File: src/rtl/tap_store_pkg.sv
package tap_store_pkg;

  typedef enum logic [2:0] {
    ST_BOOT   = 3'd0,
    ST_IDLE   = 3'd1,
    ST_STROBE = 3'd2,
    ST_ACK    = 3'd3,
    ST_BUSY   = 3'd4
  } wr_state_t;

  function automatic int unsigned cnt_width(input int unsigned n);
    return (n < 2) ? 1 : $clog2(n);
  endfunction

endpackage

File: src/rtl/tss_pin_filter.sv
module tss_pin_filter #(
  parameter int unsigned DEB_CYC = 1500000
) (
  input  logic clk,
  input  logic rst,
  input  logic pin_i,
  output logic level_o,
  output logic rise_o
);
  import tap_store_pkg::*;

  localparam int unsigned CW = cnt_width(DEB_CYC);
  localparam logic [CW-1:0] CNT_LAST = CW'(DEB_CYC - 1);

  logic          sync_a_q, sync_b_q;
  logic          level_q, rise_q;
  logic [CW-1:0] cnt_q;
  logic          differs, settle;

  assign differs = (sync_b_q != level_q);
  assign settle  = differs && (cnt_q == CNT_LAST);

  always_ff @(posedge clk) begin
    if (rst) begin
      sync_a_q <= 1'b1;
      sync_b_q <= 1'b1;
    end else begin
      sync_a_q <= pin_i;
      sync_b_q <= sync_a_q;
    end
  end

  always_ff @(posedge clk) begin
    if (rst) begin
      level_q <= 1'b1;
      cnt_q   <= '0;
      rise_q  <= 1'b0;
    end else begin
      rise_q <= settle && sync_b_q;
      if (!differs) begin
        cnt_q <= '0;
      end else if (settle) begin
        cnt_q   <= '0;
        level_q <= sync_b_q;
      end else begin
        cnt_q <= cnt_q + 1'b1;
      end
    end
  end

  assign level_o = level_q;
  assign rise_o  = rise_q;
endmodule

File: src/rtl/tss_idle_timer.sv
module tss_idle_timer #(
  parameter int unsigned IDLE_CYC = 200000000
) (
  input  logic clk,
  input  logic rst,
  input  logic act_i,
  output logic fire_o
);
  import tap_store_pkg::*;

  localparam int unsigned CW = cnt_width(IDLE_CYC);
  localparam logic [CW-1:0] CNT_LAST = CW'(IDLE_CYC - 1);

  logic          armed_q, fire_q;
  logic [CW-1:0] cnt_q;

  always_ff @(posedge clk) begin
    if (rst) begin
      armed_q <= 1'b0;
      cnt_q   <= '0;
      fire_q  <= 1'b0;
    end else begin
      fire_q <= 1'b0;
      if (act_i) begin
        armed_q <= 1'b1;
        cnt_q   <= '0;
      end else if (armed_q) begin
        if (cnt_q == CNT_LAST) begin
          armed_q <= 1'b0;
          fire_q  <= 1'b1;
          cnt_q   <= '0;
        end else begin
          cnt_q <= cnt_q + 1'b1;
        end
      end
    end
  end

  assign fire_o = fire_q;
endmodule

File: src/rtl/tss_write_seq.sv
module tss_write_seq #(
  parameter int unsigned POS_W = 4
) (
  input  logic             clk,
  input  logic             rst,
  input  logic             trig_i,
  input  logic             busy_i,
  input  logic [POS_W-1:0] pos_i,
  input  logic [POS_W-1:0] rd_data_i,
  input  logic             rd_valid_i,
  output logic             wr_o,
  output logic [POS_W-1:0] wr_data_o,
  output logic             active_o,
  output logic             load_o,
  output logic [POS_W-1:0] load_val_o
);
  import tap_store_pkg::*;

  localparam logic [POS_W-1:0] MID_POS = POS_W'(1) << (POS_W - 1);

  wr_state_t        st_q, st_d;
  logic             pend_q, start;
  logic [POS_W-1:0] data_q, load_val_q;
  logic             load_q;

  assign start = (st_q == ST_IDLE) && (trig_i || pend_q) && !busy_i;

  always_comb begin
    st_d = st_q;
    unique case (st_q)
      ST_BOOT:   st_d = ST_IDLE;
      ST_IDLE:   if (start) st_d = ST_STROBE;
      ST_STROBE: st_d = ST_ACK;
      ST_ACK:    if (busy_i) st_d = ST_BUSY;
      ST_BUSY:   if (!busy_i) st_d = ST_IDLE;
      default:   st_d = ST_IDLE;
    endcase
  end

  always_ff @(posedge clk) begin
    if (rst) begin
      st_q       <= ST_BOOT;
      pend_q     <= 1'b0;
      data_q     <= '0;
      load_q     <= 1'b0;
      load_val_q <= '0;
    end else begin
      st_q   <= st_d;
      load_q <= (st_q == ST_BOOT);
      if (st_q == ST_BOOT) begin
        load_val_q <= rd_valid_i ? rd_data_i : MID_POS;
      end
      if (st_q == ST_IDLE) begin
        pend_q <= (pend_q || trig_i) && busy_i;
      end else begin
        pend_q <= 1'b0;
      end
      if (start) begin
        data_q <= pos_i;
      end
    end
  end

  assign wr_o       = (st_q == ST_STROBE);
  assign wr_data_o  = data_q;
  assign active_o   = (st_q != ST_IDLE);
  assign load_o     = load_q;
  assign load_val_o = load_val_q;
endmodule

File: src/rtl/tap_store_ctrl.sv
module tap_store_ctrl #(
  parameter int unsigned POS_W    = 4,
  parameter int unsigned IDLE_CYC = 200000000,
  parameter int unsigned DEB_CYC  = 1500000
) (
  input  logic             clk,
  input  logic             rst,
  input  logic             strap_n_i,
  input  logic             btn_evt_i,
  input  logic [POS_W-1:0] pos_i,
  input  logic [POS_W-1:0] nv_rd_data_i,
  input  logic             nv_rd_valid_i,
  input  logic             nv_busy_i,
  output logic             nv_wr_o,
  output logic [POS_W-1:0] nv_wr_data_o,
  output logic             load_o,
  output logic [POS_W-1:0] load_val_o,
  output logic             hold_o
);

  logic auto_q;
  logic pin_level, pin_rise;
  logic timer_fire, seq_active;
  logic act_ok, trig;
  logic pin_lock;

  always_ff @(posedge clk) begin
    if (rst) auto_q <= ~strap_n_i;
  end

  tss_pin_filter #(.DEB_CYC(DEB_CYC)) u_pin (
    .clk     (clk),
    .rst     (rst),
    .pin_i   (strap_n_i),
    .level_o (pin_level),
    .rise_o  (pin_rise)
  );

  assign act_ok = btn_evt_i && auto_q && !seq_active;

  tss_idle_timer #(.IDLE_CYC(IDLE_CYC)) u_timer (
    .clk    (clk),
    .rst    (rst),
    .act_i  (act_ok),
    .fire_o (timer_fire)
  );

  assign trig = auto_q ? timer_fire : pin_rise;

  tss_write_seq #(.POS_W(POS_W)) u_seq (
    .clk        (clk),
    .rst        (rst),
    .trig_i     (trig),
    .busy_i     (nv_busy_i),
    .pos_i      (pos_i),
    .rd_data_i  (nv_rd_data_i),
    .rd_valid_i (nv_rd_valid_i),
    .wr_o       (nv_wr_o),
    .wr_data_o  (nv_wr_data_o),
    .active_o   (seq_active),
    .load_o     (load_o),
    .load_val_o (load_val_o)
  );

  assign pin_lock = !auto_q && !pin_level;
  assign hold_o   = seq_active || pin_lock;
endmodule

File: config.mk
export PLATFORM = sky130hd
export DESIGN_NAME = tap_store_ctrl
export DESIGN_NICKNAME = d
export VERILOG_FILES = /design/src/rtl/tap_store_pkg.sv /design/src/rtl/tss_pin_filter.sv /design/src/rtl/tss_idle_timer.sv /design/src/rtl/tss_write_seq.sv /design/src/rtl/tap_store_ctrl.sv
export SDC_FILE = /design/constraint.sdc
export NUM_CORES = 1
export LEC_CHECK = 0
export BUFFER_PORTS_ARGS = -buffer_cell sky130_fd_sc_hd__buf_4
export CORE_MARGIN = 1
export CORE_UTILIZATION = 32
export DETAILED_ROUTE_END_ITERATION = 7
export GPL_TIMING_DRIVEN = 0
export HOLD_SLACK_MARGIN = 0.1
export REMOVE_ABC_BUFFERS = 1
export SYNTH_ARGS = -nofsm -noshare
export SYNTH_HDL_FRONTEND = slang
export SYNTH_SLANG_ARGS = --single-unit
File: constraint.sdc
create_clock -name clk -period 2 [get_ports clk]
set_input_delay 0 -clock clk [delete_from_list [all_inputs] [get_ports clk]]
set_output_delay 0 -clock clk [all_outputs]
set_load 0.01 [all_outputs]
==> metrics, run 1 <==
setup slack, reg-to-reg -0.01 ns; CP Capture Type flop; RR Endpoint u_timer.cnt_q[24]; Via Count 2781; DRC 0; # IOs 25; number of global-route vias before repair 2642; Hold Path Cell Cnt 1; Worst Path Required 2.22 ns; sw power 0.6106 mW; Antenna Nets Post-Route 0; CTS tree built; clock sinks 69; outcome complete, but fails checks; detailed-route wire length per cell 13.10 microns; share of layout cells above drive strength 1 23.10%; leading cell type in the layout, fill and taps excluded dfxtp_1; Int Power 2.112 mW; Hold Crit Start u_pin.sync_a_q; leading area contributor after synthesis dfxtp_1; top achievable clock speed 0.4968 GHz; Worst Setup Start Kind flop; gp weighted congestion 0.7633; clock power share 43.3%; vias per inst 5.150; GR Util All Layers 14.60%; CTS Buf Count 9; filler instances 978; Flop pwr share 51.5%; Seq cells post-synth 69; Worst-path clk slew 0.08 ns; FP Rows 36; clock tree buffer depth 2; port bufs 24; Avg Cell Area, Syn 8.922 sq um; RSZ-0062 raised after global routing true; CORE AREA 0.009729 sq mm; sw frac 22.42%; setup ws final -0.01289 ns; Clock Skew 0.01094 ns; DRT Wirelength 7072 microns; Async SR Flop Fraction 0%; dominant cells by area after synthesis dfxtp_1 42%, xor2_1 3.8%, nand4_1 3.5%; diodes inserted 0; Netlist cell types 49; sequential-to-total area share from yosys stat 43.32%; Max Cap Viol 0; DR pass1 iterations 5; Tmin final 2.013 ns; final setup violation count 7; crit share post-route 100.6%; Syn-to-layout area delta 24.85%; Mapped Cells 360; Netlist Area Pre-Place 0.003212 sq mm; initial antenna violation count 0; Fin. Hold Viols 0; total power 2.723 mW; failing checks setup timing; largest net degree at the start of global routing 20; FF-to-FF path depth 5; Crit Reg-Reg Startpoint u_timer.cnt_q[10]; GR Overflow Total 0; most frequent cells in the layout 57 x dfxtp_1, 26 x buf_4, 24 x nor2_1; Pleak 1.305 nW; Synth top area share 42.38%; Root Buffer Master clkbuf_8; initial drt markers 104; Slew Viols, Final 0; Slew Limit Headroom 51.82%; CP Max Fanout 11; Worst Hold Class flop to flop; chip width 102.2 microns; Place WS -0.5228 ns; CP arrival 2.24 ns; final hold slack 0.4343 ns; post-DP HPWL 4469 microns; end of the worst hold path u_pin.sync_b_q; class of the most critical setup path flop to flop; final-stage net count 418; Top FF cell, synth dfxtp_1; Ys Warns 0; first-pass GRT wire length 11920 microns; Post-synth EDFFs 1; chip height 102.2 microns; Initial Util 33.01%; worst vdd rail ir drop 0.3234 mV; combinational share of power 5.2%; Die ar. 0.01044 sq mm; pwr/cell area 679.0 mW/mm^2; measured slew at the worst slew-check pin 0.7161 ns; htree depth 3; worst-skew pair later-pin latency 0.35 ns
==> registers in the layout, indices dropped and copies added (netlist names) <==
name              cells
u_seq.pend_q          1
u_pin.level_o         1
u_seq.st_q            3
u_seq.load_val_o      4
u_pin.sync_b_q        1
u_timer.fire_o        1
u_pin.rise_o          1
u_seq.wr_data_o       4
u_pin.sync_a_q        1
auto_q                1
u_timer.armed_q       1
u_timer.cnt_q        28
u_seq.load_o          1
u_pin.cnt_q          21
==> repair_timing <==
action | CTS | global route
gates cloned | 1 | 0
resized for setup | 15 | 9
hold endpoints to repair | 20 | 0
hold buffers | 18 | 0
pin swaps | 4 | 2
setup buffers | 5 | 1
setup endpoints to repair | 37 | 34
==> worst max-delay path, cell delays in order, from the launching register on <==
cell and delay, ns:
dfxtp_2 0.35, or4_1 0.53, or4_4 0.63, o21bai_4 0.16, buf_12 0.16, a21oi_1 0.05
==> per-layer routing <==
layer / wire length [microns] / global-route usage, % / up-vias
li1: - / - / 1411
met1: 3334 / 17.53 / 1326
met2: 3424 / 24.52 / 37
met3: 222 / 3.488 / 7
met4: 91 / 7.033 / 0
met5: 0 / 0 / -
==> how the worst max path moves through the flow <==
stage,startpoint,end
2_1_floorplan,u_pin.cnt_q[0],u_pin.cnt_q[10]
3_5_place_dp,u_timer.cnt_q[10],u_timer.cnt_q[24]
3_3_place_gp,u_pin.cnt_q[0],u_pin.cnt_q[14]
6_report,u_timer.cnt_q[10],u_timer.cnt_q[24]
4_1_cts,u_timer.cnt_q[9],u_timer.cnt_q[24]
5_1_grt,u_timer.cnt_q[10],u_timer.cnt_q[24]
==> per-stage QoR <==
stage | std cells | area [sq um] | TNS, ns | utilization (%)
4_1_cts | 540 | 3990 | 0 | 41.01
5_1_grt | 540 | 4010 | -0.9629 | 41.22
2_1_floorplan | 342 | 3124 | -10.14 | -
3_3_place_gp | 499 | 3471 | -31.35 | 35.67
6_report | 540 | 4010 | -0.04983 | 41.22
3_5_place_dp | 500 | 3482 | -10.61 | 35.79
==> power by group through the flow <==
| stage | combinational (mW) | clock, mW | sequential [mW] |
|---|---|---|---|
| finish | 0.142 | 1.18 | 1.40 |
| detailed placement | 0.0923 | 0 | 1.43 |
| CTS | 0.137 | 1.21 | 1.40 |
| floorplan | 0.0431 | 0 | 1.43 |
| global route | 0.154 | 1.26 | 1.40 |
| global placement | 0.0909 | 0 | 1.43 |
==> cell type report <==
type / instances / area (sq um) / area share (%)
well taps: 133 / 166.4 / 4.150
clock buffers: 11 / 151.4 / 3.775
clock inverters: 5 / 58.81 / 1.466
inverters: 7 / 26.28 / 0.6552
repair buffers: 48 / 430.4 / 10.73
flip-flops and latches: 69 / 1405 / 35.04
multi-input cells: 267 / 1772 / 44.18
==> cell usage after synthesis (all sizes together) (2+ instances only) <==
library cell	count
dfxtp	68
nor2	33
a21oi	28
nand2	23
nand3	19
nand4	19
o21ai	15
xor2	14
or3	13
clkbuf	12
or4	12
xnor2	11
o31ai	10
nor3	8
and3	7
inv	7
nor4	7
and4	6
buf	6
nor3b	6
and2	4
mux2i	4
nand4b	3
or2	3
a31oi	2
ha	2
nand2b	2
nor2b	2
o211ai	2
==> cell families (layout without fill, tap and decap cells) <==
group / Yosys count / after routing / synth area share (%)
simple gates: 170 / 170 / 30.66
flops: 69 / 69 / 43.32
compound gates: 64 / 65 / 13.28
xor+xnor: 25 / 25 / 6.817
buf+inv: 25 / 71 / 3.545
mux: 5 / 5 / 1.597
fa+ha+maj: 2 / 2 / 0.7790
Note: power is estimated with default switching activity, not from simulation.
==> run 2: changes to the inputs <==
--- a/config.mk
+++ b/config.mk
@@ -8,9 +8,11 @@
 export BUFFER_PORTS_ARGS = -buffer_cell sky130_fd_sc_hd__buf_4
 export CORE_MARGIN = 1
 export CORE_UTILIZATION = 32
+export CTS_BUF_LIST = sky130_fd_sc_hd__clkbuf_8
 export DETAILED_ROUTE_END_ITERATION = 7
 export GPL_TIMING_DRIVEN = 0
 export HOLD_SLACK_MARGIN = 0.1
+export PLACE_DENSITY_LB_ADDON = 0.3
 export REMOVE_ABC_BUFFERS = 1
 export SYNTH_ARGS = -nofsm -noshare
 export SYNTH_HDL_FRONTEND = slang
==> run 2 against run 1 <==
  * The flow still finishes with violations (setup timing)
  * Non-clock buffer count is 10 higher
  * Design area is 3.7% higher
  * Clock skew hardly changed
  * Combinational power is 6% higher
  * Via count is 1.9% higher
  * Critical path depth stayed put
  * Final cell count is 2.0% higher
  * Worst hold slack worse by 0.015 ns
  * Wire length is 2.8% higher
  * Register-to-register slack hardly changed
  * Sequential power hardly changed
  * Critical endpoint is now u_timer.cnt_q[12]
  * Largest cell class unchanged
==> metrics, run 2 (synthesis results as in run 1) <==
outcome complete, but fails checks; failing checks setup timing; Largest stage delay, worst path 0.62 ns (about the same); Slew Viols, Final 0 (unchanged); gp weighted congestion 0.7387 (-3.2%); clock power share 46.5% (+3.2 points); share of layout cells above drive strength 1 25.84% (+2.7 points); Syn-to-layout area delta 29.49%; combinational share of power 5.2% (about the same); RR Endpoint u_timer.cnt_q[12]; crit path capture u_timer.cnt_q[12]; Slew Limit Headroom 49.65% (-2.2 points); Initial Util 33.01% (unchanged); clock sinks 69 (unchanged); sw power 0.5837 mW (-4.4%); Crit Reg-Reg Startpoint u_timer.cnt_q[10]; final non-filler cell total 551 (+2.0%); Tmin final 2.026 ns (+0.01318 ns); CP Capture Type flop; CTS Buf Count 9 (unchanged); pwr/cell area 695.2 mW/mm^2 (+2.4%); worst vdd rail ir drop 0.5651 mV (+75%); first-pass GRT wire length 12150 microns (+2.0%); flip-flop and latch area 0.001418 sq mm (+0.89%); CP arrival 2.27 ns (+0.03 ns); number of flip-flops under the largest register name 28 (unchanged); Top Registers u_timer.cnt_q (28), u_pin.cnt_q (21); chip width 102.2 microns (unchanged); Via Count 2834 (+1.9%); DP Cell Count 500 (unchanged); most frequent CP cell or4_4; FP Rows 36 (unchanged); DRC 0 (unchanged); FF-to-FF path depth 5 (unchanged); Pleak 1.389 nW (+6.5%); post-DP HPWL 4502 microns (+0.74%); number of global-route vias before repair 2659 (+0.64%); top achievable clock speed 0.4936 GHz (-0.65%); Root Buffer Master clkbuf_8; port bufs 24 (unchanged); Fin. Hold Viols 0 (unchanged); Worst Setup Start Kind flop; diodes inserted 0 (unchanged); Die ar. 0.01044 sq mm (unchanged); worst-skew pair later-pin latency 0.35 ns (about the same); vias per inst 5.143 (-0.13%); Int Power 2.308 mW (+9.2%); DRT Wirelength 7271 microns (+2.8%); # IOs 25 (unchanged); initial antenna violation count 0 (unchanged); GR Overflow Total 0 (unchanged); critical path launch point u_timer.cnt_q[10]; most frequent cells in the layout 55 x dfxtp_1, 35 x buf_4, 24 x nor2_1; setup ws final -0.02607 ns (-0.01318 ns); Clock Skew 0.01077 ns (-0.0001657 ns); multi-input combinational cell area 0.001797 sq mm (+1.4%); Biggest register u_timer.cnt_q; cell breakdown of the critical path or4_4 > or4_4 > o21bai_4 > buf_12 > nor2_2; final setup violation count 8 (+1); GR Util All Layers 15.11% (+0.51 points); clock tree buffer depth 2 (unchanged); crit share post-route 101.3% (+0.66 points); htree depth 3 (unchanged); final-stage net count 429 (+2.6%); leading cell type in the layout, fill and taps excluded dfxtp_1; final hold slack 0.4191 ns (-0.01517 ns); filler instances 968 (-1.0%); initial drt markers 66 (-37%); Flop pwr share 48.3% (-3.2 points); detailed-route wire length per cell 13.20 microns (+0.76%); chip height 102.2 microns (unchanged); setup slack, reg-to-reg -0.03 ns (about the same); RSZ-0062 raised after global routing true; Max Cap Viol 0 (unchanged); CP max-delay cell or4_4; Antenna Nets Post-Route 0 (unchanged); CP Max Fanout 7 (-4); CORE AREA 0.009729 sq mm (unchanged); sw frac 20.19% (-2.2 points); Worst Path Required 2.24 ns (+0.02 ns); DR pass1 iterations 4 (-1); measured slew at the worst slew-check pin 0.7484 ns (+0.03230 ns); largest net degree at the start of global routing 20 (unchanged); Worst-path clk slew 0.07 ns (about the same); Worst Hold Class flop to flop; CTS tree built; class of the most critical setup path flop to flop
run 2: timing repair:
action	4_1_cts	5_1_grt
buffers inserted	7	8
hold buffers	18	0
pin swaps	4	7
endpoints found under the setup margin	36	33
resized for setup	14	20
hold endpoints to repair	20	0
cloned	2	0
run 2: worst min-delay path by stage:
stage                               from             endpoint  slack, ns  cells after the start
after floorplan                      rst  u_seq.load_val_o[0]       0.07                      1
after global placement         strap_n_i       u_pin.sync_a_q       0.20                      3
after detailed placement       strap_n_i       u_pin.sync_a_q       0.20                      3
after CTS                       pos_i[3]   u_seq.wr_data_o[3]       0.41                      4
after global routing            pos_i[3]   u_seq.wr_data_o[3]       0.44                      4
final                     u_pin.sync_a_q       u_pin.sync_b_q       0.42                      1
run 2: area by class of cell:
class                           instances  share of cell area (%)
Clock buffer                           13                   4.302
Clock inverter                          3                   1.564
Inverter                                7                  0.6318
Multi-Input combinational cell        268                   43.20
Sequential cell                        69                   34.09
Tap cell                              133                   4.001
Timing Repair Buffer                   58                   12.21
run 2: worst max-delay path: cells and delay by family (launching register included):
kind	cells	cell delay [ns]
buffers and inverters	1	0.16
AO/OA/AOI/OAI	1	0.21
AND/OR/NAND/NOR	3	1.17
flip-flops	1	0.37
run 2: layer usage:
metal | up-vias | GRT usage, % | part of all wire, %
met2 | 35 | 25.19 | 50
li1 | 1437 | - | -
met4 | 0 | 5.604 | 0.89
met1 | 1358 | 17.99 | 46
met3 | 4 | 5.130 | 3.6
met5 | - | 0 | 0
run 2: power groups by stage:
stage	combinational, mW	sequential [mW]	clock [mW]
2_1_floorplan	0.0431	1.43	0
3_3_place_gp	0.0910	1.43	0
3_5_place_dp	0.0928	1.43	0
4_1_cts	0.139	1.40	1.38
5_1_grt	0.162	1.40	1.45
6_report	0.150	1.40	1.34
run 2: metrics by stage:
stage                     instance area, sq um  utilization (%)  setup TNS (ns)  power (mW)  worst slack, ns
after global placement                    3471            35.67          -31.76       1.523           -1.104
after CTS                                 4039            41.51               0       2.920         0.009421
after global routing                      4159            42.75         -0.6929       3.008         -0.05604
after detailed placement                  3478            35.75          -12.50       1.525          -0.5376
after floorplan                           3124                -          -10.14       1.476          -0.3067
final                                     4159            42.75         -0.1777       2.892         -0.02607
==> run 3: changes to the inputs <==
--- a/config.mk
+++ b/config.mk
@@ -12,8 +12,9 @@
 export DETAILED_ROUTE_END_ITERATION = 7
 export GPL_TIMING_DRIVEN = 0
 export HOLD_SLACK_MARGIN = 0.1
-export PLACE_DENSITY_LB_ADDON = 0.3
+export PLACE_DENSITY = 0.59
 export REMOVE_ABC_BUFFERS = 1
 export SYNTH_ARGS = -nofsm -noshare
 export SYNTH_HDL_FRONTEND = slang
 export SYNTH_SLANG_ARGS = --single-unit
+export TNS_END_PERCENT = 10
==> run 3 against run 2 <==
  * The flow still finishes with violations (setup timing)
  * Clock skew is 0.0022 ns higher
  * Sequential cell count stayed put
  * First-iteration DRC count is 23% higher
  * Sequential power hardly changed
  * Final cell count is 1.6% lower
  * Non-clock buffer count is 7 lower
  * Core utilization is 1.5 points lower
  * Sequential share of layout area is 0.91 points higher
  * Via count is 2.6% lower
  * Critical path type unchanged
  * Die area stayed put
  * Highest routed layer unchanged
  * Combinational power is 5% lower
==> metrics, run 3 (synthesis results as in run 1) <==
combinational share of power 5.4% (+0.2 points); Clock Skew 0.01294 ns (+0.002161 ns); sw frac 23.24% (+3.1 points); CP Capture Type flop; Via Count 2759 (-2.6%); first-pass GRT wire length 11890 microns (-2.2%); DRC 0 (unchanged); most frequent cells in the layout 59 x dfxtp_1, 29 x buf_4, 24 x nor2_1; Worst Setup Start Kind flop; CP Max Fanout 7 (unchanged); final non-filler cell total 542 (-1.6%); Fin. Hold Viols 0 (unchanged); CP arrival 2.24 ns (-0.03 ns); fin area 0.004015 sq mm (-3.5%); top achievable clock speed 0.4997 GHz (+1.2%); final setup violation count 1 (-7); initial antenna violation count 0 (unchanged); FP Rows 36 (unchanged); pwr/cell area 661.4 mW/mm^2 (-4.9%); RSZ-0062 raised after global routing true; port bufs 24 (unchanged); Pleak 1.313 nW (-5.5%); worst-skew pair later-pin latency 0.35 ns (about the same); chip width 102.2 microns (unchanged); clock tree buffer depth 2 (unchanged); setup ws final -0.001106 ns (+0.02496 ns); Worst Path Required 2.24 ns (about the same); CP max-delay cell or4_4; crit share post-route 100.1% (-1.2 points); Slew Viols, Final 0 (unchanged); Int Power 2.038 mW (-12%); leading cell type in the layout, fill and taps excluded dfxtp_1; GR Overflow Total 0 (unchanged); filler instances 974 (+0.62%); number of global-route vias before repair 2575 (-3.2%); worst vdd rail ir drop 0.4299 mV (-24%); largest net degree at the start of global routing 20 (unchanged); CTS tree built; htree depth 3 (unchanged); gp weighted congestion 0.7359 (-0.38%); DP Cell Count 500 (unchanged); Largest stage delay, worst path 0.62 ns (about the same); Syn-to-layout area delta 25.01%; Tmin final 2.001 ns (-0.02496 ns); DR pass1 iterations 4 (unchanged); Die ar. 0.01044 sq mm (unchanged); Slew Limit Headroom 55.77% (+6.1 points); Post-Place Cell Area 0.003478 sq mm (unchanged); outcome complete, but fails checks; Top Registers u_timer.cnt_q (28), u_pin.cnt_q (21); CTS Buf Count 9 (unchanged); class of the most critical setup path flop to flop; final-stage net count 421 (-1.9%); Flop pwr share 52.8% (+4.5 points); # IOs 25 (unchanged); sw power 0.6172 mW (+5.7%); DRT Wirelength 7074 microns (-2.7%); critical path's top delay family simple AND/OR/NAND/NOR gates; cell breakdown of the critical path or4b_1 > or4_4 > o21bai_4 > buf_12 > nor2_2; Initial Util 33.01% (unchanged); clock power share 41.8% (-4.7 points); Worst Hold Class flop to flop; Biggest register u_timer.cnt_q; post-DP HPWL 4563 microns (+1.4%); chip height 102.2 microns (unchanged); Worst-path clk slew 0.08 ns (about the same); Max Cap Viol 0 (unchanged); measured slew at the worst slew-check pin 0.6573 ns (-0.09103 ns); share of layout cells above drive strength 1 22.49% (-3.3 points); initial drt markers 81 (+23%); detailed-route wire length per cell 13.05 microns (-1.1%); GR Util All Layers 14.61% (-0.50 points); Antenna Nets Post-Route 0 (unchanged); diodes inserted 0 (unchanged); number of flip-flops under the largest register name 28 (unchanged); CP Buf/Inv Count 1 (unchanged); failing checks setup timing; CORE AREA 0.009729 sq mm (unchanged); vias per inst 5.090 (-1.0%); Root Buffer Master clkbuf_8; clock sinks 69 (unchanged)
[run 3: changes by cell type in the layout (fill, tap and decap cells not counted), moves of 3 or more]
cell,previous run,this run
clkbuf_8,13,9
buf_4,35,29
dfxtp_4,4,1
dfxtp_1,55,59
[run 3: worst paths after layout]
| path | from | to | slack, ns | cells after the start |
|---|---|---|---|---|
| setup / recovery | u_timer.cnt_q[9] | u_timer.cnt_q[9] | -0.001 | 5 |
| hold / removal | u_pin.sync_a_q | u_pin.sync_b_q | 0.44 | 1 |
| setup reg to reg | u_timer.cnt_q[9] | u_timer.cnt_q[9] | -0.001 | 5 |
| hold reg to reg | u_pin.sync_a_q | u_pin.sync_b_q | 0.44 | 1 |
[run 3: layout make-up]
class                      count  area (sq um)  area share [%]
inverter                       7         26.28          0.6544
clock inverter                 6         65.06           1.620
sequential                    69          1405           35.00
multi-input combinational    267          1768           44.03
clock buffer                   9         123.9           3.085
timing repair buffer          51         460.4           11.47
tap                          133         166.4           4.145
[run 3: per-layer routing]
| layer | track usage [%] | share of wire (%) | vias up |
|---|---|---|---|
| met1 | 17.89 | 48 | 1310 |
| met4 | 4.286 | 1.0 | 0 |
| li1 | - | - | 1416 |
| met3 | 4.309 | 3.2 | 7 |
| met5 | 0 | 0 | - |
| met2 | 24.78 | 48 | 26 |
[run 3: repair_timing]
item,CTS,global route
setup buffers,6,2
pin swaps,4,3
endpoints found under the setup margin,45,31
cloned,1,0
hold buffers,18,0
resized for setup,14,7
hold endpoints to repair,20,0
[run 3: per-stage QoR]
step | hold slack, ns | setup TNS (ns) | worst slack (ns) | power, mW | util (%)
after CTS | 0.4195 | 0 | 0.01005 | 2.685 | 40.81
after global placement | 0.2020 | -31.84 | -1.083 | 1.523 | 35.67
after detailed placement | 0.2140 | -14.28 | -0.5439 | 1.525 | 35.75
after floorplan | 0.06907 | -10.14 | -0.3067 | 1.476 | -
final | 0.4363 | -0.001106 | -0.001106 | 2.655 | 41.27
after global routing | 0.4569 | -0.7263 | -0.07150 | 2.765 | 41.27
[run 3: power by group through the flow]
stage | combinational (mW) | sequential (mW) | clock [mW]
global placement | 0.0911 | 1.43 | 0
global route | 0.155 | 1.40 | 1.21
CTS | 0.139 | 1.40 | 1.15
finish | 0.143 | 1.40 | 1.11
detailed placement | 0.0929 | 1.43 | 0
floorplan | 0.0431 | 1.43 | 0
